`config.mk`:
```
export PLATFORM = sky130hd
export DESIGN_NAME = ocp_monitor
export DESIGN_NICKNAME = d
export VERILOG_FILES = /design/src/rtl/ocp_pkg.sv /design/src/rtl/ocp_channel.sv /design/src/rtl/ocp_response.sv /design/src/rtl/ocp_monitor.sv
export SDC_FILE = /design/constraint.sdc
export NUM_CORES = 1
export LEC_CHECK = 0
export ABC_AREA = 0
export BUFFER_PORTS_ARGS = -buffer_cell sky130_fd_sc_hd__buf_2
export CAP_MARGIN = 20
export CELL_PAD_IN_SITES_DETAIL_PLACEMENT = 1
export CELL_PAD_IN_SITES_GLOBAL_PLACEMENT = 2
export CORE_UTILIZATION = 37
export DETAILED_ROUTE_END_ITERATION = 10
export PLACE_DENSITY = 0.84
export SYNTH_ARGS = -nofsm -noshare
export SYNTH_HDL_FRONTEND = slang
export SYNTH_SLANG_ARGS = --single-unit
```
`constraint.sdc`:
```
create_clock -name clk -period 5.17 [get_ports clk]
set_clock_uncertainty 0.05 [all_clocks]
set_input_delay 1.551 -clock clk [delete_from_list [all_inputs] [get_ports clk]]
set_output_delay 1.551 -clock clk [all_outputs]
set_load 0.02 [all_outputs]
```
`src/rtl/ocp_pkg.sv`:
```
package ocp_pkg;

    typedef enum logic [1:0] {
        CH_IDLE,
        CH_BLANK,
        CH_WATCH,
        CH_DEGL
    } ch_state_e;

    typedef enum logic [1:0] {
        RSP_SHUTDOWN,
        RSP_REPORT,
        RSP_IGNORE
    } rsp_e;

    localparam logic [2:0] MODE_REPORT = 3'b001;
    localparam logic [2:0] MODE_IGNORE = 3'b010;

    typedef struct packed {
        logic [1:0] blank_code;
        logic [1:0] degl_code;
    } timing_t;

    function automatic rsp_e decode_mode(input logic [2:0] code);
        if (code == MODE_REPORT) return RSP_REPORT;
        if (code == MODE_IGNORE) return RSP_IGNORE;
        return RSP_SHUTDOWN;
    endfunction

    function automatic int unsigned code_to_cycles(input logic [1:0] code,
                                                   input int unsigned unit);
        if (code == 2'd0) return 0;
        return unit << (code - 2'd1);
    endfunction

endpackage

```
`src/rtl/ocp_channel.sv`:
```
module ocp_channel
    import ocp_pkg::*;
#(
    parameter int unsigned BLANK_UNIT = 16,
    parameter int unsigned DEGL_UNIT  = 8,
    parameter int unsigned CNT_W      = 7
) (
    input  logic    clk,
    input  logic    rst,
    input  logic    gate,
    input  logic    trip,
    input  timing_t tcfg,
    output logic    confirm
);

    ch_state_e        st;
    logic [CNT_W-1:0] cnt;
    logic [CNT_W-1:0] blank_len;
    logic [CNT_W-1:0] degl_len;

    always_comb begin
        blank_len = CNT_W'(code_to_cycles(tcfg.blank_code, BLANK_UNIT));
        degl_len  = CNT_W'(code_to_cycles(tcfg.degl_code, DEGL_UNIT));
    end

    always_comb begin
        confirm = 1'b0;
        if (gate && trip) begin
            if (st == CH_WATCH && degl_len == '0) confirm = 1'b1;
            if (st == CH_DEGL && cnt == '0)       confirm = 1'b1;
        end
    end

    always_ff @(posedge clk) begin
        if (rst) begin
            st  <= CH_IDLE;
            cnt <= '0;
        end else if (!gate) begin
            st  <= CH_IDLE;
            cnt <= '0;
        end else begin
            unique case (st)
                CH_IDLE: begin
                    if (blank_len == '0) begin
                        st <= CH_WATCH;
                    end else begin
                        st  <= CH_BLANK;
                        cnt <= blank_len - 1'b1;
                    end
                end
                CH_BLANK: begin
                    if (cnt == '0) st <= CH_WATCH;
                    else           cnt <= cnt - 1'b1;
                end
                CH_WATCH: begin
                    if (trip && degl_len != '0) begin
                        st  <= CH_DEGL;
                        cnt <= degl_len - 1'b1;
                    end
                end
                CH_DEGL: begin
                    if (!trip || cnt == '0) st <= CH_WATCH;
                    else                    cnt <= cnt - 1'b1;
                end
                default: st <= CH_IDLE;
            endcase
        end
    end

endmodule

```
`src/rtl/ocp_response.sv`:
```
module ocp_response
    import ocp_pkg::*;
#(
    parameter int unsigned N_SW = 6
) (
    input  logic            clk,
    input  logic            rst,
    input  logic [N_SW-1:0] confirm,
    input  logic [2:0]      mode,
    input  logic            clear,
    output logic [N_SW-1:0] flags,
    output logic            kill
);

    rsp_e            rsp;
    logic [N_SW-1:0] new_flags;
    logic            new_kill;

    always_comb begin
        rsp       = decode_mode(mode);
        new_flags = (rsp == RSP_IGNORE) ? '0 : confirm;
        new_kill  = (rsp == RSP_SHUTDOWN) && (|confirm);
    end

    always_ff @(posedge clk) begin
        if (rst) begin
            flags <= '0;
            kill  <= 1'b0;
        end else begin
            flags <= (clear ? '0 : flags) | new_flags;
            kill  <= (clear ? 1'b0 : kill) | new_kill;
        end
    end

endmodule

```
`src/rtl/ocp_monitor.sv`:
```
module ocp_monitor
    import ocp_pkg::*;
#(
    parameter int unsigned N_SW       = 6,
    parameter int unsigned THR_W      = 5,
    parameter int unsigned BLANK_UNIT = 16,
    parameter int unsigned DEGL_UNIT  = 8
) (
    input  logic               clk,
    input  logic               rst,
    input  logic [N_SW-1:0]    gate_cmd,
    input  logic [N_SW-1:0]    trip_in,
    input  logic [3:0]         timing_cfg,
    input  logic [THR_W+2:0]   sense_cfg,
    input  logic               clear_flags,
    output logic [THR_W-1:0]   thresh_out,
    output logic               gate_kill,
    output logic               fault_n,
    output logic [N_SW-1:0]    sw_flag
);

    localparam int unsigned MAX_LEN = (BLANK_UNIT > DEGL_UNIT) ? BLANK_UNIT * 4 : DEGL_UNIT * 4;
    localparam int unsigned CNT_W   = $clog2(MAX_LEN + 1);

    timing_t         tcfg;
    logic [N_SW-1:0] confirm;

    assign tcfg       = timing_t'(timing_cfg);
    assign thresh_out = sense_cfg[THR_W+2:3];

    for (genvar i = 0; i < N_SW; i++) begin : g_ch
        ocp_channel #(
            .BLANK_UNIT(BLANK_UNIT),
            .DEGL_UNIT (DEGL_UNIT),
            .CNT_W     (CNT_W)
        ) u_ch (
            .clk    (clk),
            .rst    (rst),
            .gate   (gate_cmd[i]),
            .trip   (trip_in[i]),
            .tcfg   (tcfg),
            .confirm(confirm[i])
        );
    end

    ocp_response #(.N_SW(N_SW)) u_rsp (
        .clk    (clk),
        .rst    (rst),
        .confirm(confirm),
        .mode   (sense_cfg[2:0]),
        .clear  (clear_flags),
        .flags  (sw_flag),
        .kill   (gate_kill)
    );

    assign fault_n = ~(|sw_flag);

endmodule

```
==> metrics.cfg, run 1 <==
[power_and_ir_drop]
leakage_nw=1.577
peakVddDrop_v=0.0001186
powerDensity_nw_per_um2=309.4
p_total_mw=1.265

[yosys]
synth_area_leaders=dfxtp_1 33%, a21oi_1 6.4%, ha_1 5.4%
ys_types=51
syn-instance-count=473
synth-seq-cells=61
synth_top_cell_area_share_pct=33.17
synth_nets=516
yosysSeqAreaShare_pct=33.17
synth_top_area_cell=dfxtp_1
synth-edff-count=0
ys.flop_type=dfxtp_1
async_flop_share_pct=0
yosys_warnings=0
synth.most_common_cell=dfxtp_1
avgSynthCellArea_sq_um=7.782
synth_common_cells=61 x dfxtp_1, 47 x a21oi_1, 39 x nand2_1
syn-cell-area_sq_um=3681

[place]
dpl.hpwl_um=7626
portBuffers=29
place_area_sq_um=3876
post-place-ws_ps=1568
place_congestion=0.7673
dp_cells=610

[finish]
seq_area_sq_um=1221
fin_util_pct=42.01
postLayoutCellArea_sq_um=4088
drive_gt1_share_pct=11.56
diodes=0
final_cells=626
n_fill_cell=1223
multi_input_area_sq_um=2238
final_nets=531
area_growth_syn_to_layout_pct=11.05

[sta]
clock.fmax_ghz=0.3081
worst_pin_slew_ps=760.9
setup_viol=0
setup-tns-final_ps=0
fin_crit_sh_pct=62.78
period_needed_ps=3246
rsz0062_at_grt=false
slew_viol_final=0
hold_violations=0
finalWorstSetupSlack_ps=1925
fin_hold_ws_ps=421.3
max_slew_margin_pct=48.97

[global_routing]
grt_pass1_vias=3643
antenna_found_initial=0
grt_start_max_net_pins=17
grt_overflow=0
grt_pass1_wl_um=17500
grt.total_usage_pct=21.67

[worst_setup_path]
reg2reg_to=g_ch[5].u_ch.cnt[4]
max_stage_delay_ps=520
critPathTopFamily=simple AND/OR/NAND/NOR gates
path_cells=buf_2 -> inv_1 -> ha_1 -> mux2i_1 -> nor2_1 -> or3_1 -> or4_1 -> a41oi_2
regToRegSetupSlack_ps=2900
required_ps=5380
worst_path_max_delay_cell=or4_1
end_kind=flip-flop
crit_buf_inv=2
start_kind=input port
r2r_start=g_ch[5].u_ch.cnt[0]
crit_fanout=16
r2r_cells=7
crit_type=in -> reg
crit_arrival_ps=3460

[cts]
cts_tree=yes
insertion_delay_ps=350
clock_sinks=61
postCtsHoldBufs=0
cts_resized=0
clock_path_buffers=2
clock-root-buffer=clkbuf_8
h-tree-depth=3
clk_pin_slew_ps=70
post_cts_buffers=0
cts_buffers=9

[hold_path]
whs_endpoint=u_rsp.flags[4]
hold_depth=2
hp-start=u_rsp.flags[4]
hold_path.class=reg -> reg

[floorplan]
core_area_sq_um=9729
initial_core_util_pct=37.83
die_h_um=101.7
ios=40
die_w_um=101.7
rows=36
fp.dieArea_sq_um=10350

[route]
drt_iter0_markers=94
drtAntennaViolNets=0
drc=0
routed_wl_um=10380
dr.pass1.iters=5
via_count=3527
routed_via_density=5.634
wl_per_cell_um=16.59

[status]
outcome=complete, no violations

[job]
cap_violations=0

## power by group
| group | switching, mW | internal [mW] | total (mW) | leakage, nW |
|---|---|---|---|---|
| sequential | 0.0409 | 0.499 | 0.540 | 0.500 |
| combinational | 0.159 | 0.106 | 0.265 | 0.971 |
| clock | 0.198 | 0.262 | 0.460 | 0.106 |
## routing by layer
| metal | track usage, % | wire length, um | up-vias |
|---|---|---|---|
| met3 | 3.244 | 245 | 17 |
| met1 | 26.85 | 4851 | 1721 |
| met5 | 0 | 0 | - |
| met2 | 37.21 | 5059 | 47 |
| li1 | - | - | 1742 |
| met4 | 9.365 | 227 | 0 |
## cells by family (layout without fill, tap and decap cells)
| group | count (synthesis) | in the layout | share of synthesized area [%] |
|---|---|---|---|
| AO/OA/AOI/OAI | 138 | 138 | 24.37 |
| XOR/XNOR | 2 | 2 | 0.4760 |
| adder cells (fa/ha/maj) | 16 | 16 | 5.438 |
| buffers and inverters | 53 | 73 | 6.016 |
| flip-flops | 61 | 61 | 33.17 |
| multiplexers | 14 | 14 | 3.977 |
| AND/OR/NAND/NOR | 189 | 189 | 26.55 |
## registers in the layout, indices dropped and copies added (netlist names)
register and cells:
g_ch.u_ch.cnt 42, g_ch.u_ch.st 12, u_rsp.flags 6, u_rsp.kill 1
## worst min-delay path, cell delays in order, from the launching register on
cell,delay (ps)
dfxtp_1,320
nand2_1,50
a21oi_1,50
## placed cells by master (no fill, tap or decap), types with 2 or more instances in the layout
cell type  count
nand2b_1      19
nor3_1        18
and2_1         6
mux2i_1        9
a221oi_1       8
dfxtp_1       61
inv_1         28
o21ai_0       23
o211ai_1       2
o2bb2ai_1      2
a311oi_1       5
mux2_2         5
and3_1         4
nand2_1       39
or4_1          4
nor4_1         4
a31oi_1       10
o31ai_1        2
o31a_1         2
a21o_1         3
ha_1          16
a21boi_0       3
nor4b_1        2
a22oi_1        5
nor4_2         2
xor2_1         2
nor2b_1       16
nand3_1       25
nor2_1        35
buf_2         29
a21oi_1       47
nand4b_1       2
nand4_1        4
a32oi_1        3
o22ai_1        4
a211oi_1      10
o22a_1         2
or3_1          6
clkbuf_8      12
## cell type report
| class | instances | share of cell area [%] |
|---|---|---|
| repair buffers | 29 | 3.551 |
| well taps | 133 | 4.071 |
| clock inverters | 3 | 1.041 |
| multi-input cells | 359 | 54.76 |
| flip-flops and latches | 61 | 29.87 |
| inverters | 28 | 2.571 |
| clock buffers | 13 | 4.132 |
## worst max path at each step
stage | start | end | slack (ps) | cells past startpoint
detailed placement | timing_cfg[2] | g_ch[5].u_ch.cnt[4] | 1570 | 8
floorplan | sense_cfg[3] | thresh_out[0] | 1880 | 1
global placement | timing_cfg[2] | g_ch[5].u_ch.cnt[4] | 1640 | 8
global route | timing_cfg[2] | g_ch[2].u_ch.cnt[4] | 1780 | 8
CTS | timing_cfg[2] | g_ch[5].u_ch.cnt[4] | 1930 | 8
finish | timing_cfg[2] | g_ch[5].u_ch.cnt[4] | 1920 | 8
(Power assumes the default switching activity.)
==> run 2: changes to the inputs <==
--- a/config.mk
+++ b/config.mk
@@ -10,9 +10,9 @@
 export CAP_MARGIN = 20
 export CELL_PAD_IN_SITES_DETAIL_PLACEMENT = 1
 export CELL_PAD_IN_SITES_GLOBAL_PLACEMENT = 2
-export CORE_UTILIZATION = 37
+export CORE_UTILIZATION = 31
 export DETAILED_ROUTE_END_ITERATION = 10
-export PLACE_DENSITY = 0.84
+export PLACE_DENSITY = 0.75
 export SYNTH_ARGS = -nofsm -noshare
 export SYNTH_HDL_FRONTEND = slang
 export SYNTH_SLANG_ARGS = --single-unit
==> constraint.sdc (replaced) <==
create_clock -name clk -period 2.85 [get_ports clk]
set_clock_uncertainty 0.05 [all_clocks]
set_input_delay 0.855 -clock clk [delete_from_list [all_inputs] [get_ports clk]]
set_output_delay 0.855 -clock clk [all_outputs]
set_load 0.02 [all_outputs]
==> metrics.cfg, run 2 (synthesis gave the netlist of run 1 again) <==
[finish]
diodes=0  ; unchanged
n_fill_cell=1404  ; +15%
top_register=g_ch.u_ch.cnt
final_common_cell=dfxtp_1
largest_register_ffs=42  ; unchanged
largestRegisters=g_ch.u_ch.cnt x42, g_ch.u_ch.st x12, u_rsp.flags x6
drive_gt1_share_pct=12.83  ; +1.3 points
postLayoutCellArea_sq_um=4245  ; +3.9%
area_growth_syn_to_layout_pct=15.33
layout_common_cells=61 x dfxtp_1, 47 x a21oi_1, 39 x nand2_1
final_nets=537  ; +1.1%

[floorplan]
die_w_um=111.0  ; +9.1%
rows=39  ; +8.3%
ios=40  ; unchanged
die_h_um=111.0  ; +9.1%
core_area_sq_um=11520  ; +18%
initial_core_util_pct=31.96  ; -5.9 points
fp.dieArea_sq_um=12310  ; +19%

[global_routing]
grt_use_met2_pct=29.60  ; -7.6 points
antenna_found_initial=0  ; unchanged
gr-max-usage-layer=met2
grt_util_met1_pct=23.51  ; -3.3 points
use_met3_pct=3.937  ; +0.69 points
grt_overflow=0  ; unchanged
grt_pass1_vias=3512  ; -3.6%
grt_pass1_wl_um=17720  ; +1.3%
grt.total_usage_pct=18.28  ; -3.4 points
grt_start_max_net_pins=16  ; -1

[route]
drc=8  ; +8
drtAntennaViolNets=0  ; unchanged
via_count=3542  ; +0.43%
dr.pass1.iters=7  ; +2
routed_wl_um=10610  ; +2.2%
routed_via_density=5.517  ; -2.1%
wl_per_cell_um=16.53  ; -0.32%
drt_iter0_markers=151  ; +61%

[worst_setup_path]
path_cells=or4_1 -> nor3_1 -> buf_2
crit_arrival_ps=1500  ; -1960 ps
start_kind=flip-flop
crit_type=reg -> out
end_kind=output port
worst_path_max_delay_cell=or4_1
crit_fanout=3  ; -13
crit_buf_inv=1  ; -1
max_stage_delay_ps=520  ; about the same
required_ps=1950  ; -3430 ps
critPathTopFamily=simple AND/OR/NAND/NOR gates

[status]
outcome=finished with violations
failed_checks=DRC

[place]
portBuffers=29  ; unchanged
place_congestion=0.7576  ; -1.3%
place_area_sq_um=3934  ; +1.5%
dpl.hpwl_um=7898  ; +3.6%

[cts]
h-tree-depth=3  ; unchanged
clock_sinks=61  ; unchanged
cts_buffers=9  ; unchanged
cts_tree=yes
insertion_delay_ps=340  ; about the same
clk_pin_slew_ps=60  ; about the same
post_cts_buffers=0  ; unchanged
cts_resized=0  ; unchanged
postCtsHoldBufs=0  ; unchanged
clock_path_buffers=2  ; unchanged
clock-root-buffer=clkbuf_16

[sta]
fin_crit_sh_pct=84.41
fin_hold_ws_ps=423.9  ; +2.623 ps
setup-tns-final_ps=0  ; unchanged
clock.fmax_ghz=0.4157
hold_violations=0  ; unchanged
period_needed_ps=2406
rsz0062_at_grt=false
worst_pin_slew_ps=792.2  ; +31.25 ps
max_slew_margin_pct=46.87  ; -2.1 points
setup_viol=0  ; unchanged
slew_viol_final=0  ; unchanged

[hold_path]
hold_path.class=reg -> reg

[job]
cap_violations=0  ; unchanged

[power_and_ir_drop]
peakVddDrop_v=0.0003153  ; +170%
powerDensity_nw_per_um2=619.2  ; +100%
leakage_nw=1.659  ; +5.2%

-- run 2: cell type report --
type,instances,area (sq um),area share (%)
multi-input combinational,359,2238,52.73
timing repair buffer,35,190.2,4.480
clock buffer,12,266.5,6.278
tap,143,178.9,4.215
sequential,61,1221,28.77
clock inverter,4,45.04,1.061
inverter,28,105.1,2.476
-- run 2: worst reg2reg max path, cell delays in order (launching register included) --
cell	delay [ps]
dfxtp_1	370
inv_1	80
ha_1	200
and2b_4	170
and3_1	190
or3_1	370
or4_1	490
a41oi_2	140
-- run 2: per-stage QoR --
step	setup WS, ps	power (mW)	instances	util (%)
3_3_place_gp	256.6	1.478	626	34.16
4_1_cts	434.6	2.663	642	36.86
5_1_grt	372.8	2.775	642	36.86
6_report	444.3	2.629	642	36.86
3_5_place_dp	186.1	1.492	626	34.16
2_1_floorplan	391.2	1.353	473	-
-- run 2: worst paths after layout --
check	startpoint	to	slack [ps]	cells after the start
worst max-delay path	u_rsp.flags[2]	fault_n	440	3
worst min-delay path	u_rsp.flags[4]	u_rsp.flags[4]	420	2
worst min register to register	u_rsp.flags[4]	u_rsp.flags[4]	420	2
worst max register to register	g_ch[5].u_ch.cnt[0]	g_ch[5].u_ch.cnt[4]	720	7
-- run 2: power breakdown --
group,internal [mW],switching [mW],total [mW]
Sequential,0.907,0.0745,0.981
Combinational,0.201,0.290,0.491
Clock,0.744,0.412,1.16
Total,1.85,0.777,2.63
-- run 2: per-layer routing --
metal | up-vias | part of all wire (%)
met3 | 15 | 3.6
met5 | - | 0
li1 | 1772 | -
met2 | 52 | 47
met4 | 0 | 1.9
met1 | 1703 | 48
==> run 3: changes to the inputs <==
--- a/config.mk
+++ b/config.mk
@@ -5,14 +5,14 @@
 export SDC_FILE = /design/constraint.sdc
 export NUM_CORES = 1
 export LEC_CHECK = 0
-export ABC_AREA = 0
+export ABC_AREA = 1
 export BUFFER_PORTS_ARGS = -buffer_cell sky130_fd_sc_hd__buf_2
 export CAP_MARGIN = 20
 export CELL_PAD_IN_SITES_DETAIL_PLACEMENT = 1
 export CELL_PAD_IN_SITES_GLOBAL_PLACEMENT = 2
-export CORE_UTILIZATION = 31
+export CORE_UTILIZATION = 33
 export DETAILED_ROUTE_END_ITERATION = 10
-export PLACE_DENSITY = 0.75
+export PLACE_DENSITY = 0.8
 export SYNTH_ARGS = -nofsm -noshare
 export SYNTH_HDL_FRONTEND = slang
 export SYNTH_SLANG_ARGS = --single-unit
==> constraint.sdc (replaced) <==
create_clock -name clk -period 2.5 [get_ports clk]
set_clock_uncertainty 0.05 [all_clocks]
set_input_delay 0.75 -clock clk [delete_from_list [all_inputs] [get_ports clk]]
set_output_delay 0.75 -clock clk [all_outputs]
set_load 0.02 [all_outputs]
==> metrics.cfg, run 3 <==
[cts]
postCtsHoldBufs=0  ; unchanged
clock_path_buffers=2  ; unchanged
h-tree-depth=3  ; unchanged
cts_resized=0  ; unchanged
post_cts_buffers=0  ; unchanged
clock_sinks=61  ; unchanged
cts_tree=yes
insertion_delay_ps=340  ; about the same
clk_pin_slew_ps=60  ; about the same
clock-root-buffer=clkbuf_16
cts_buffers=9  ; unchanged

[yosys]
yosysSeqAreaShare_pct=31.03  ; -2.1 points
synth_top_area_cell=dfxtp_1
synth_area_leaders=dfxtp_1 31%, nand2_1 11%, inv_1 9.3%
ys.flop_type=dfxtp_1
synth-seq-cells=61  ; unchanged
synth_common_cells=118 x nand2_1, 97 x inv_1, 70 x nor2_1
yosys_warnings=0  ; unchanged
syn-cell-area_sq_um=3935  ; +6.9%
ys_types=42  ; -18%
syn-instance-count=601  ; +27%
synth-edff-count=0  ; unchanged
synth_nets=644  ; +25%
async_flop_share_pct=0  ; unchanged
avgSynthCellArea_sq_um=6.547  ; -16%
synth_top_cell_area_share_pct=31.03  ; -2.1 points
synth.most_common_cell=nand2_1

[sta]
max_slew_margin_pct=71.91  ; +25 points
slew_viol_final=0  ; unchanged
rsz0062_at_grt=false
worst_pin_slew_ps=421.3  ; -370.8 ps
fin_crit_sh_pct=97.95
setup-tns-final_ps=0  ; unchanged
clock.fmax_ghz=0.4084
period_needed_ps=2449
setup_viol=0  ; unchanged
hold_violations=0  ; unchanged

[worst_setup_path]
crit_fanout=3  ; unchanged
crit_type=reg -> out
end_kind=output port
regToRegSetupSlack_ps=710  ; about the same
required_ps=1700  ; -250 ps
start_kind=flip-flop
crit_arrival_ps=1650  ; +150 ps

[floorplan]
core_area_sq_um=11520  ; unchanged
fp.dieArea_sq_um=12370  ; +0.41%
die_h_um=111.2  ; +0.21%
ios=40  ; unchanged
die_w_um=111.2  ; +0.21%
rows=39  ; unchanged
initial_core_util_pct=34.17  ; +2.2 points

[route]
dr.pass1.iters=7  ; unchanged
via_count=3938  ; +11%
drt_iter0_markers=168  ; +11%
routed_via_density=5.042  ; -8.6%
routed_wl_um=11720  ; +10%
wl_per_cell_um=15.00  ; -9.2%
wl_met1_um=5467  ; +7.4%
highest_layer=met4
drtAntennaViolNets=0  ; unchanged
drc=6  ; -2
wl_met3_um=460  ; +21%
met2RoutedLength_um=5437  ; +10%

[finish]
largest_register_ffs=42  ; unchanged
area_growth_syn_to_layout_pct=13.64
n_fill_cell=1526  ; +8.7%
final_common_cell=nand2_1
top_register=g_ch.u_ch.cnt
final_nets=676  ; +26%
layout_common_cells=118 x nand2_1, 97 x inv_1, 70 x nor2_1
diodes=0  ; unchanged
largestRegisters=g_ch.u_ch.cnt x42, g_ch.u_ch.st x12, u_rsp.flags x6
drive_gt1_share_pct=14.42  ; +1.6 points

[global_routing]
grt.total_usage_pct=20.85  ; +2.6 points
antenna_found_initial=0  ; unchanged
grt_start_max_net_pins=12  ; -4
grt_overflow=0  ; unchanged
grt_pass1_vias=4133  ; +18%
grt_pass1_wl_um=20110  ; +13%

[place]
dpl.hpwl_um=9152  ; +16%
portBuffers=29  ; unchanged
place_congestion=0.7674  ; +1.3%

[status]
failed_checks=DRC
outcome=finished with violations

[power_and_ir_drop]
powerDensity_nw_per_um2=675.2  ; +9.0%
leakage_nw=2.152  ; +30%
peakVddDrop_v=0.0002343  ; -26%
p_total_mw=3.020  ; +15%

[hold_path]
hold_path.class=reg -> reg

[job]
cap_violations=0  ; unchanged

## run 3: changes by cell type in the layout (fill, tap and decap cells not counted), moves of 19 or more
cell      change
inv_1        +69
nand2b_1     -19
nor2_1       +35
nand2_1      +79
## run 3: layer usage
metal	GRT usage, %	vias to the layer above
met3	3.280	23
met1	25.75	1837
met5	0	-
met4	11.08	0
met2	34.79	68
li1	-	2010
## run 3: area by class of cell
| type | instances | area (sq um) | share of cell area, % |
|---|---|---|---|
| Multi-Input combinational cell | 417 | 2210 | 49.41 |
| Sequential cell | 61 | 1221 | 27.31 |
| Inverter | 113 | 429.2 | 9.597 |
| Clock buffer | 15 | 267.8 | 5.988 |
| Tap cell | 143 | 178.9 | 4.001 |
| Timing Repair Buffer | 31 | 160.2 | 3.581 |
| Clock inverter | 1 | 5.005 | 0.1119 |
## run 3: kinds of logic (layout without fill, tap and decap cells)
kind of cell / count (synthesis) / after routing / synth area share [%]
AOI/OAI and AO/OA: 136 / 136 / 20.80
xor gates and xnor gates: 3 / 3 / 0.6678
adders and majority gates: 16 / 16 / 5.087
buffers and inverters: 123 / 160 / 12.81
DFF: 61 / 61 / 31.03
and+or+nand+nor: 262 / 262 / 29.60
## run 3: final timing paths
| kind | depth (start not counted) | to | start |
|---|---|---|---|
| worst max-delay path | 3 | fault_n | u_rsp.flags[2] |
| worst max register to register | 10 | g_ch[2].u_ch.cnt[5] | g_ch[2].u_ch.cnt[0] |
| worst min-delay path | 2 | g_ch[5].u_ch.cnt[2] | g_ch[5].u_ch.cnt[2] |
| worst min register to register | 2 | g_ch[5].u_ch.cnt[2] | g_ch[5].u_ch.cnt[2] |
## run 3: worst max-delay path, stage by stage (launching register included)
cell and delay (ps):
dfxtp_1 340, or4_1 520, nor3_1 230, buf_2 220
## run 3: stage by stage
| step | hold WS, ps | setup WS [ps] | std cells | cell area [sq um] | util (%) |
|---|---|---|---|---|---|
| after floorplan | 396.3 | 345.6 | 601 | 3935 | - |
| after global placement | 423.8 | 191.2 | 765 | 4199 | 36.46 |
| after detailed placement | 438.7 | 120.0 | 765 | 4199 | 36.46 |
| after CTS | 452.9 | 22.16 | 781 | 4472 | 38.83 |
| after global routing | 473.1 | 3.128 | 781 | 4472 | 38.83 |
| final | 446.2 | 51.21 | 781 | 4472 | 38.83 |
## run 3: power breakdown
part           leakage, nW  switching, mW  internal [mW]
combinational         1.52          0.472          0.249
clock                0.134          0.452          0.725
sequential           0.501         0.0772           1.04
